$ cat config.mk
export PLATFORM = sky130hd
export DESIGN_NAME = sflag_split_status
export DESIGN_NICKNAME = d
export VERILOG_FILES = /design/src/rtl/sflag_pkg.sv /design/src/rtl/sflag_nzcv_grp.sv /design/src/rtl/sflag_q_grp.sv /design/src/rtl/sflag_ge_grp.sv /design/src/rtl/sflag_cond_eval.sv /design/src/rtl/sflag_split_status.sv
export SDC_FILE = /design/constraint.sdc
export NUM_CORES = 1
export LEC_CHECK = 0
export ABC_CLOCK_PERIOD_IN_PS = 3400
export BUFFER_PORTS_ARGS = -buffer_cell sky130_fd_sc_hd__buf_2
export CAP_MARGIN = 5
export CORE_MARGIN = 4
export CORE_UTILIZATION = 40
export DETAILED_ROUTE_END_ITERATION = 8
export GPL_ROUTABILITY_DRIVEN = 0
export GPL_TIMING_DRIVEN = 0
export PLACE_DENSITY = 0.66
export REMOVE_ABC_BUFFERS = 1
export SLEW_MARGIN = 20
export SYNTH_ARGS = -nofsm -noshare
export SYNTH_HDL_FRONTEND = slang
export SYNTH_SLANG_ARGS = --single-unit
$ cat constraint.sdc
create_clock -name clk -period 3.4 [get_ports clk]
set_input_delay 0.34 -clock clk [delete_from_list [all_inputs] [get_ports clk]]
set_output_delay 0.34 -clock clk [all_outputs]
set_load 0.005 [all_outputs]
$ cat src/rtl/sflag_pkg.sv
package sflag_pkg;
  localparam int SW      = 32;
  localparam int N_BIT   = 31;
  localparam int Z_BIT   = 30;
  localparam int C_BIT   = 29;
  localparam int V_BIT   = 28;
  localparam int Q_BIT   = 27;
  localparam int GE_LO   = 16;
  localparam int GE_W    = 4;
  localparam int GE_HI   = GE_LO + GE_W - 1;

  localparam logic [SW-1:0] MASK_NZCV  = 32'hF000_0000;
  localparam logic [SW-1:0] MASK_Q     = 32'h0800_0000;
  localparam logic [SW-1:0] MASK_GE    = 32'h000F_0000;
  localparam logic [SW-1:0] MASK_FLAGS = MASK_NZCV | MASK_Q | MASK_GE;

  typedef struct packed {
    logic n;
    logic z;
    logic c;
    logic v;
  } nzcv_t;

  typedef enum logic [3:0] {
    CC_EQ = 4'd0,  CC_NE = 4'd1,  CC_CS = 4'd2,  CC_CC = 4'd3,
    CC_MI = 4'd4,  CC_PL = 4'd5,  CC_VS = 4'd6,  CC_VC = 4'd7,
    CC_HI = 4'd8,  CC_LS = 4'd9,  CC_GE = 4'd10, CC_LT = 4'd11,
    CC_GT = 4'd12, CC_LE = 4'd13, CC_AL = 4'd14, CC_UC = 4'd15
  } cond_e;
endpackage

$ cat src/rtl/sflag_nzcv_grp.sv
module sflag_nzcv_grp
  import sflag_pkg::*;
(
  input  logic  clk,
  input  logic  rst_n,
  input  logic  we,
  input  logic  nz_only,
  input  nzcv_t wr_val,
  input  logic  full_we,
  input  nzcv_t full_val,
  output nzcv_t flags
);
  nzcv_t flags_q;

  always_ff @(posedge clk) begin
    if (!rst_n) begin
      flags_q <= '0;
    end else if (full_we) begin
      flags_q <= full_val;
    end else if (we) begin
      flags_q.n <= wr_val.n;
      flags_q.z <= wr_val.z;
      if (!nz_only) begin
        flags_q.c <= wr_val.c;
        flags_q.v <= wr_val.v;
      end
    end
  end

  assign flags = flags_q;

  // a multiply-class update keeps C and V
  a_r3_cv_kept: assert property (@(posedge clk) disable iff (!rst_n)
    (we && nz_only && !full_we) |=> (flags.c == $past(flags.c)) && (flags.v == $past(flags.v)));

  // a full-group update lands all four flags
  a_r2_nzcv_write: assert property (@(posedge clk) disable iff (!rst_n)
    (we && !nz_only && !full_we) |=> flags == $past(wr_val));
endmodule

$ cat src/rtl/sflag_q_grp.sv
module sflag_q_grp (
  input  logic clk,
  input  logic rst_n,
  input  logic sat_in,
  input  logic full_we,
  input  logic full_val,
  output logic q
);
  logic q_r;

  always_ff @(posedge clk) begin
    if (!rst_n)       q_r <= 1'b0;
    else if (full_we) q_r <= full_val;
    else if (sat_in)  q_r <= 1'b1;
  end

  assign q = q_r;

  // once set, Q stays set until a full write
  a_r4_q_sticky: assert property (@(posedge clk) disable iff (!rst_n)
    (q && !full_we) |=> q);
endmodule

$ cat src/rtl/sflag_ge_grp.sv
module sflag_ge_grp #(
  parameter int W = 4
) (
  input  logic         clk,
  input  logic         rst_n,
  input  logic         we,
  input  logic [W-1:0] wr_val,
  input  logic         full_we,
  input  logic [W-1:0] full_val,
  output logic [W-1:0] ge
);
  logic [W-1:0] ge_r;

  always_ff @(posedge clk) begin
    if (!rst_n)       ge_r <= '0;
    else if (full_we) ge_r <= full_val;
    else if (we)      ge_r <= wr_val;
  end

  assign ge = ge_r;

  // a GE write replaces the whole group
  a_r5_ge_replace: assert property (@(posedge clk) disable iff (!rst_n)
    (we && !full_we) |=> ge == $past(wr_val));
endmodule

$ cat src/rtl/sflag_cond_eval.sv
module sflag_cond_eval
  import sflag_pkg::*;
(
  input  nzcv_t      f,
  input  logic [3:0] cond,
  output logic       pass
);
  logic nv_eq;
  assign nv_eq = (f.n == f.v);

  always_comb begin
    unique case (cond_e'(cond))
      CC_EQ:   pass = f.z;
      CC_NE:   pass = !f.z;
      CC_CS:   pass = f.c;
      CC_CC:   pass = !f.c;
      CC_MI:   pass = f.n;
      CC_PL:   pass = !f.n;
      CC_VS:   pass = f.v;
      CC_VC:   pass = !f.v;
      CC_HI:   pass = f.c && !f.z;
      CC_LS:   pass = !f.c || f.z;
      CC_GE:   pass = nv_eq;
      CC_LT:   pass = !nv_eq;
      CC_GT:   pass = !f.z && nv_eq;
      CC_LE:   pass = f.z || !nv_eq;
      default: pass = 1'b1;
    endcase
  end
endmodule

$ cat src/rtl/sflag_split_status.sv
module sflag_split_status
  import sflag_pkg::*;
#(
  parameter logic [31:0] OTHER_RST = 32'h0000_0000
) (
  input  logic        clk,
  input  logic        rst_n,
  input  logic        nzcv_we,
  input  logic        nz_only,
  input  logic [3:0]  nzcv_in,
  input  logic        q_set,
  input  logic        ge_we,
  input  logic [3:0]  ge_in,
  input  logic        full_we,
  input  logic [31:0] full_in,
  input  logic        exc_take,
  input  logic [3:0]  cond_in,
  output logic [31:0] status_out,
  output logic [31:0] saved_status,
  output logic        cond_pass,
  output logic        carry_out
);
  localparam logic [SW-1:0] OTHER_MASK = ~MASK_FLAGS;

  nzcv_t           nzcv_cur;
  logic            q_cur;
  logic [GE_W-1:0] ge_cur;
  logic [SW-1:0]   other_r;
  logic [SW-1:0]   saved_r;
  logic [SW-1:0]   merged;

  sflag_nzcv_grp u_nzcv (
    .clk      (clk),
    .rst_n    (rst_n),
    .we       (nzcv_we),
    .nz_only  (nz_only),
    .wr_val   (nzcv_t'(nzcv_in)),
    .full_we  (full_we),
    .full_val (nzcv_t'(full_in[N_BIT:V_BIT])),
    .flags    (nzcv_cur)
  );

  sflag_q_grp u_q (
    .clk      (clk),
    .rst_n    (rst_n),
    .sat_in   (q_set),
    .full_we  (full_we),
    .full_val (full_in[Q_BIT]),
    .q        (q_cur)
  );

  sflag_ge_grp #(.W(GE_W)) u_ge (
    .clk      (clk),
    .rst_n    (rst_n),
    .we       (ge_we),
    .wr_val   (ge_in),
    .full_we  (full_we),
    .full_val (full_in[GE_HI:GE_LO]),
    .ge       (ge_cur)
  );

  sflag_cond_eval u_cond (
    .f    (nzcv_cur),
    .cond (cond_in),
    .pass (cond_pass)
  );

  always_ff @(posedge clk) begin
    if (!rst_n)       other_r <= OTHER_RST & OTHER_MASK;
    else if (full_we) other_r <= full_in & OTHER_MASK;
  end

  always_comb begin
    merged = other_r;
    merged[N_BIT:V_BIT] = nzcv_cur;
    merged[Q_BIT] = q_cur;
    merged[GE_HI:GE_LO] = ge_cur;
  end

  always_ff @(posedge clk) begin
    if (!rst_n)        saved_r <= '0;
    else if (exc_take) saved_r <= merged;
  end

  assign status_out   = merged;
  assign saved_status = saved_r;
  assign carry_out    = nzcv_cur.c;

  // a full write wins and the word reads back intact
  a_r7_full_prio: assert property (@(posedge clk) disable iff (!rst_n)
    full_we |=> status_out == $past(full_in));

  // group writes leave non-flag bits alone
  a_r8_other_kept: assert property (@(posedge clk) disable iff (!rst_n)
    !full_we |=> (status_out & OTHER_MASK) == $past(status_out & OTHER_MASK));

  // snapshot holds between exceptions
  a_r11_snap_hold: assert property (@(posedge clk) disable iff (!rst_n)
    !exc_take |=> $stable(saved_status));

  // always and unconditional codes pass
  a_r10_always_pass: assert property (@(posedge clk) disable iff (!rst_n)
    (cond_in[3:1] == 3'b111) |-> cond_pass);
endmodule

==> implementation parameters <==
Parameter                              Value

Setup path
  Buf+Inv Stages, Crit Path ... 1
  CP startpoint ... u_nzcv.flags[3]$_SDFFE_PN0P_
  Worst path top cell family by delay ... simple AND/OR/NAND/NOR gates
  Biggest fanout along the worst timing path ... 7
  Stage delay of the slowest cell on the critical path ... 0.53 ns
  Req. time, crit path ... 3.06 ns
  Cell with the largest stage delay on the worst path ... sky130_fd_sc_hd__or4b_1
  Worst setup path class ... reg -> out
  Crit path arrival time ... 1.69 ns
  Cell breakdown of the critical path ... or4b_1 -> a31oi_1 -> o21ai_1 -> o311ai_1 -> buf_2
  Sort of element at the end of the critical path ... output port
  Worst setup slack for register-to-register paths ... 2.51 ns
  Kind of start point of the critical path ... flip-flop
  Origin of the critical flop-to-flop path ... u_nzcv.flags[3]$_SDFFE_PN0P_

Placement
  HPWL after detailed placement ... 3.89 mm
  DP Worst Slack ... 1.54 ns
  Count of input and output buffers ... 117
  Placed cells ... 424

STA
  Setup Skew ... 0.00424 ns
  Worst rel slew slack ... 0.313
  Setup repair after global routing missed its margin ... no
  Pin slew with the least headroom to its limit ... 1.03 ns
  Final critical-path required period ... 2.03 ns
  Post-route clock period utilization ... 0.597
  Crit path setup slack, layout ... 1.37 ns
  Number of setup violations in the final report ... 0
  Aggregate negative setup slack ... 0 ns
  Count of final max-slew check failures ... 0
  Final hold violation count ... 0
  Achievable clock frequency ... 492 MHz
  Hold_ws ... 0.249 ns

Cells and area
  Layout overhead on the synthesized area ... 27.8%
  Fillers ... 630
  Final antenna diode count ... 0
  Layout cell share with drive strength beyond 1 ... 0.366
  Post-layout net count ... 410
  Multi-input gate area in the final layout ... 1280 µm²
  Count of non-filler cells in the finished layout ... 440
  Register area ... 1280 µm²

Pwr
  Internal cell power ... 1.18 mW
  Switch share ... 0.243
  Maximum vdd drop ... 0.310 mV
  Sequential share of power ... 0.521
  P_leak ... 1.72 nW
  Clock Power Share ... 0.350
  Logic pwr share ... 0.129
  Power per cell area ... 456 nW/µm²
  Net switching power figure ... 0.379 mW

Global route
  Global-route wire length before repair ... 9.34 mm
  All-layer global routing usage ... 0.141
  Remaining global-route overflow ... 0
  Antenna violations before repair ... 0
  Pin count of the biggest net entering global routing ... 65
  Number of global-route vias before repair ... 2067

Detailed routing
  Iter 0 DRT Violations ... 40
  Ratio of routed vias to standard cells ... 4.67
  Wirelength per Cell ... 13.0 µm
  DRC violation count after routing ... 0
  DRT Wirelength ... 5.73 mm
  Total via count after detailed routing ... 2053
  First-pass iteration count of the detailed router ... 4
  Post-route ant nets ... 0

Clock tree
  Resized cells post-CTS ... 0
  Cts-stage hold buffer count ... 0
  Clock root buffer master ... sky130_fd_sc_hd__clkbuf_8
  Count of clock tree sinks ... 64
  Clock tree from TritonCTS ... built
  Clock insertion delay at the later pin of the skew report ... 0.32 ns
  H-tree level count ... 3
  Worst-path clk slew ... 0.06 ns
  Total setup buffers inserted after CTS ... 0
  Total clock buffers created by CTS ... 9
  Worst-case clock buffer depth ... 2

Run status
  Outcome ... finished, final reports clean

Yosys
  Cell taking the most area after synthesis ... sky130_fd_sc_hd__dfxtp_1
  Fraction of synthesized cell area taken by the top area cell type ... 0.479
  Most used flip-flop cell after synthesis ... sky130_fd_sc_hd__dfxtp_1
  Number of warnings printed during yosys synthesis ... 0
  Synth async-reset ratio ... 0
  Sequential element share of the synthesized area ... 0.479
  Average cell area after synthesis ... 10.7 µm²
  Top area cells in the synthesized netlist ... sky130_fd_sc_hd__dfxtp_1, sky130_fd_sc_hd__mux2i_1, sky130_fd_sc_hd__nor2b_1
  Count of state elements after synthesis ... 64
  Cell Area, Synth ... 2680 µm²
  Distinct cell type count after synthesis ... 29
  Number of synthesized flops with an enable pin ... 0
  Gate Count Post-Synth ... 250

Floorplan
  Die span in y ... 89.8 µm
  Number of top-level design ports ... 118
  Die Footprint ... 8070 µm²
  Area inside the core boundary ... 6420 µm²
  Initial Util ... 0.417
  Die W ... 89.8 µm
  Placement row count ... 29

Job
  Max Cap Violations ... 0

Worst hold path
  Worst min path class ... in -> reg
  Critical hold path startpoint ... q_set
==> registers in the layout, summed over array words and instances, names as in the netlist <==
signal / flops
other_r: 23
saved_status: 32
u_ge.ge: 4
u_nzcv.flags: 4
u_q.q: 1
==> logic make-up (layout without fill, tap and decap cells) <==
family | Yosys count | count (layout) | share of synthesized area
simple gates | 80 | 80 | 0.186
flops | 64 | 64 | 0.479
compound gates | 14 | 14 | 0.0327
xor+xnor | 4 | 4 | 0.0131
buf+inv | 22 | 135 | 0.0416
mux | 66 | 66 | 0.248
==> synth_stat cells, drive strengths merged (2+ instances only) <==
cell,number
dfxtp,64
o21ai,8
nand2,7
and2,6
buf,10
inv,2
mux2i,64
xor2,3
nor2b,58
clkbuf,10
mux2,2
o311a,2
==> power by group through the flow <==
stage	Sequential (mW)	Clock, mW	Combinational [mW]
final	0.814	0.546	0.202
after detailed placement	0.830	0	0.206
after floorplan	0.832	0	0.0883
after global routing	0.820	0.601	0.225
after CTS	0.814	0.567	0.206
after global placement	0.829	0	0.202
==> placed cells by master (no fill, tap or decap), types with 2 or more instances in the layout <==
master and count:
sky130_fd_sc_hd__nand2_1 7, sky130_fd_sc_hd__clkbuf_1 3, sky130_fd_sc_hd__dfxtp_1 64, sky130_fd_sc_hd__mux2_2 2
sky130_fd_sc_hd__o311a_1 2, sky130_fd_sc_hd__xor2_1 3, sky130_fd_sc_hd__mux2i_1 64, sky130_fd_sc_hd__buf_2 117
sky130_fd_sc_hd__o21ai_0 7, sky130_fd_sc_hd__nor2b_1 58, sky130_fd_sc_hd__and2_1 6, sky130_fd_sc_hd__clkinv_2 2
sky130_fd_sc_hd__clkbuf_8 10, sky130_fd_sc_hd__inv_1 2
==> path summary, 6_finish.rpt <==
kind | endpoint | depth (start not counted)
setup / recovery | cond_pass | 5
hold / removal | u_q.q$_SDFFE_PN0P_ | 2
setup reg to reg | u_nzcv.flags[3]$_SDFFE_PN0P_ | 3
hold reg to reg | saved_status[16]$_SDFFE_PN0P_ | 2
==> layout make-up <==
cell class | count | area share
multi-input combinational | 164 | 0.376
sequential | 64 | 0.374
timing repair buffer | 117 | 0.171
clock buffer | 13 | 0.0435
tap | 77 | 0.0282
clock inverter | 3 | 0.00512
inverter | 2 | 0.00219
==> metrics by stage <==
step / total power, mW / area, µm² / utilization
6_report: 1.56 / 3420 / 0.533
3_3_place_gp: 1.03 / 3260 / 0.507
3_5_place_dp: 1.04 / 3260 / 0.507
2_1_floorplan: 0.920 / 2570 / -
5_1_grt: 1.65 / 3420 / 0.533
4_1_cts: 1.59 / 3420 / 0.533
==> metal layers <==
metal / GRT usage / part of all wire / vias up
met5: 0 / 0 / -
li1: - / - / 1056
met2: 0.225 / 0.44 / 79
met1: 0.165 / 0.45 / 909
met4: 0.0651 / 0.016 / 0
met3: 0.0568 / 0.094 / 9
==> worst reg2reg max path: stages, from the launching register on <==
cell                      delay (ns)
sky130_fd_sc_hd__dfxtp_1        0.38
sky130_fd_sc_hd__mux2i_1        0.14
sky130_fd_sc_hd__o21ai_0        0.08
sky130_fd_sc_hd__and2_1         0.20
(Power assumes the default switching activity.)
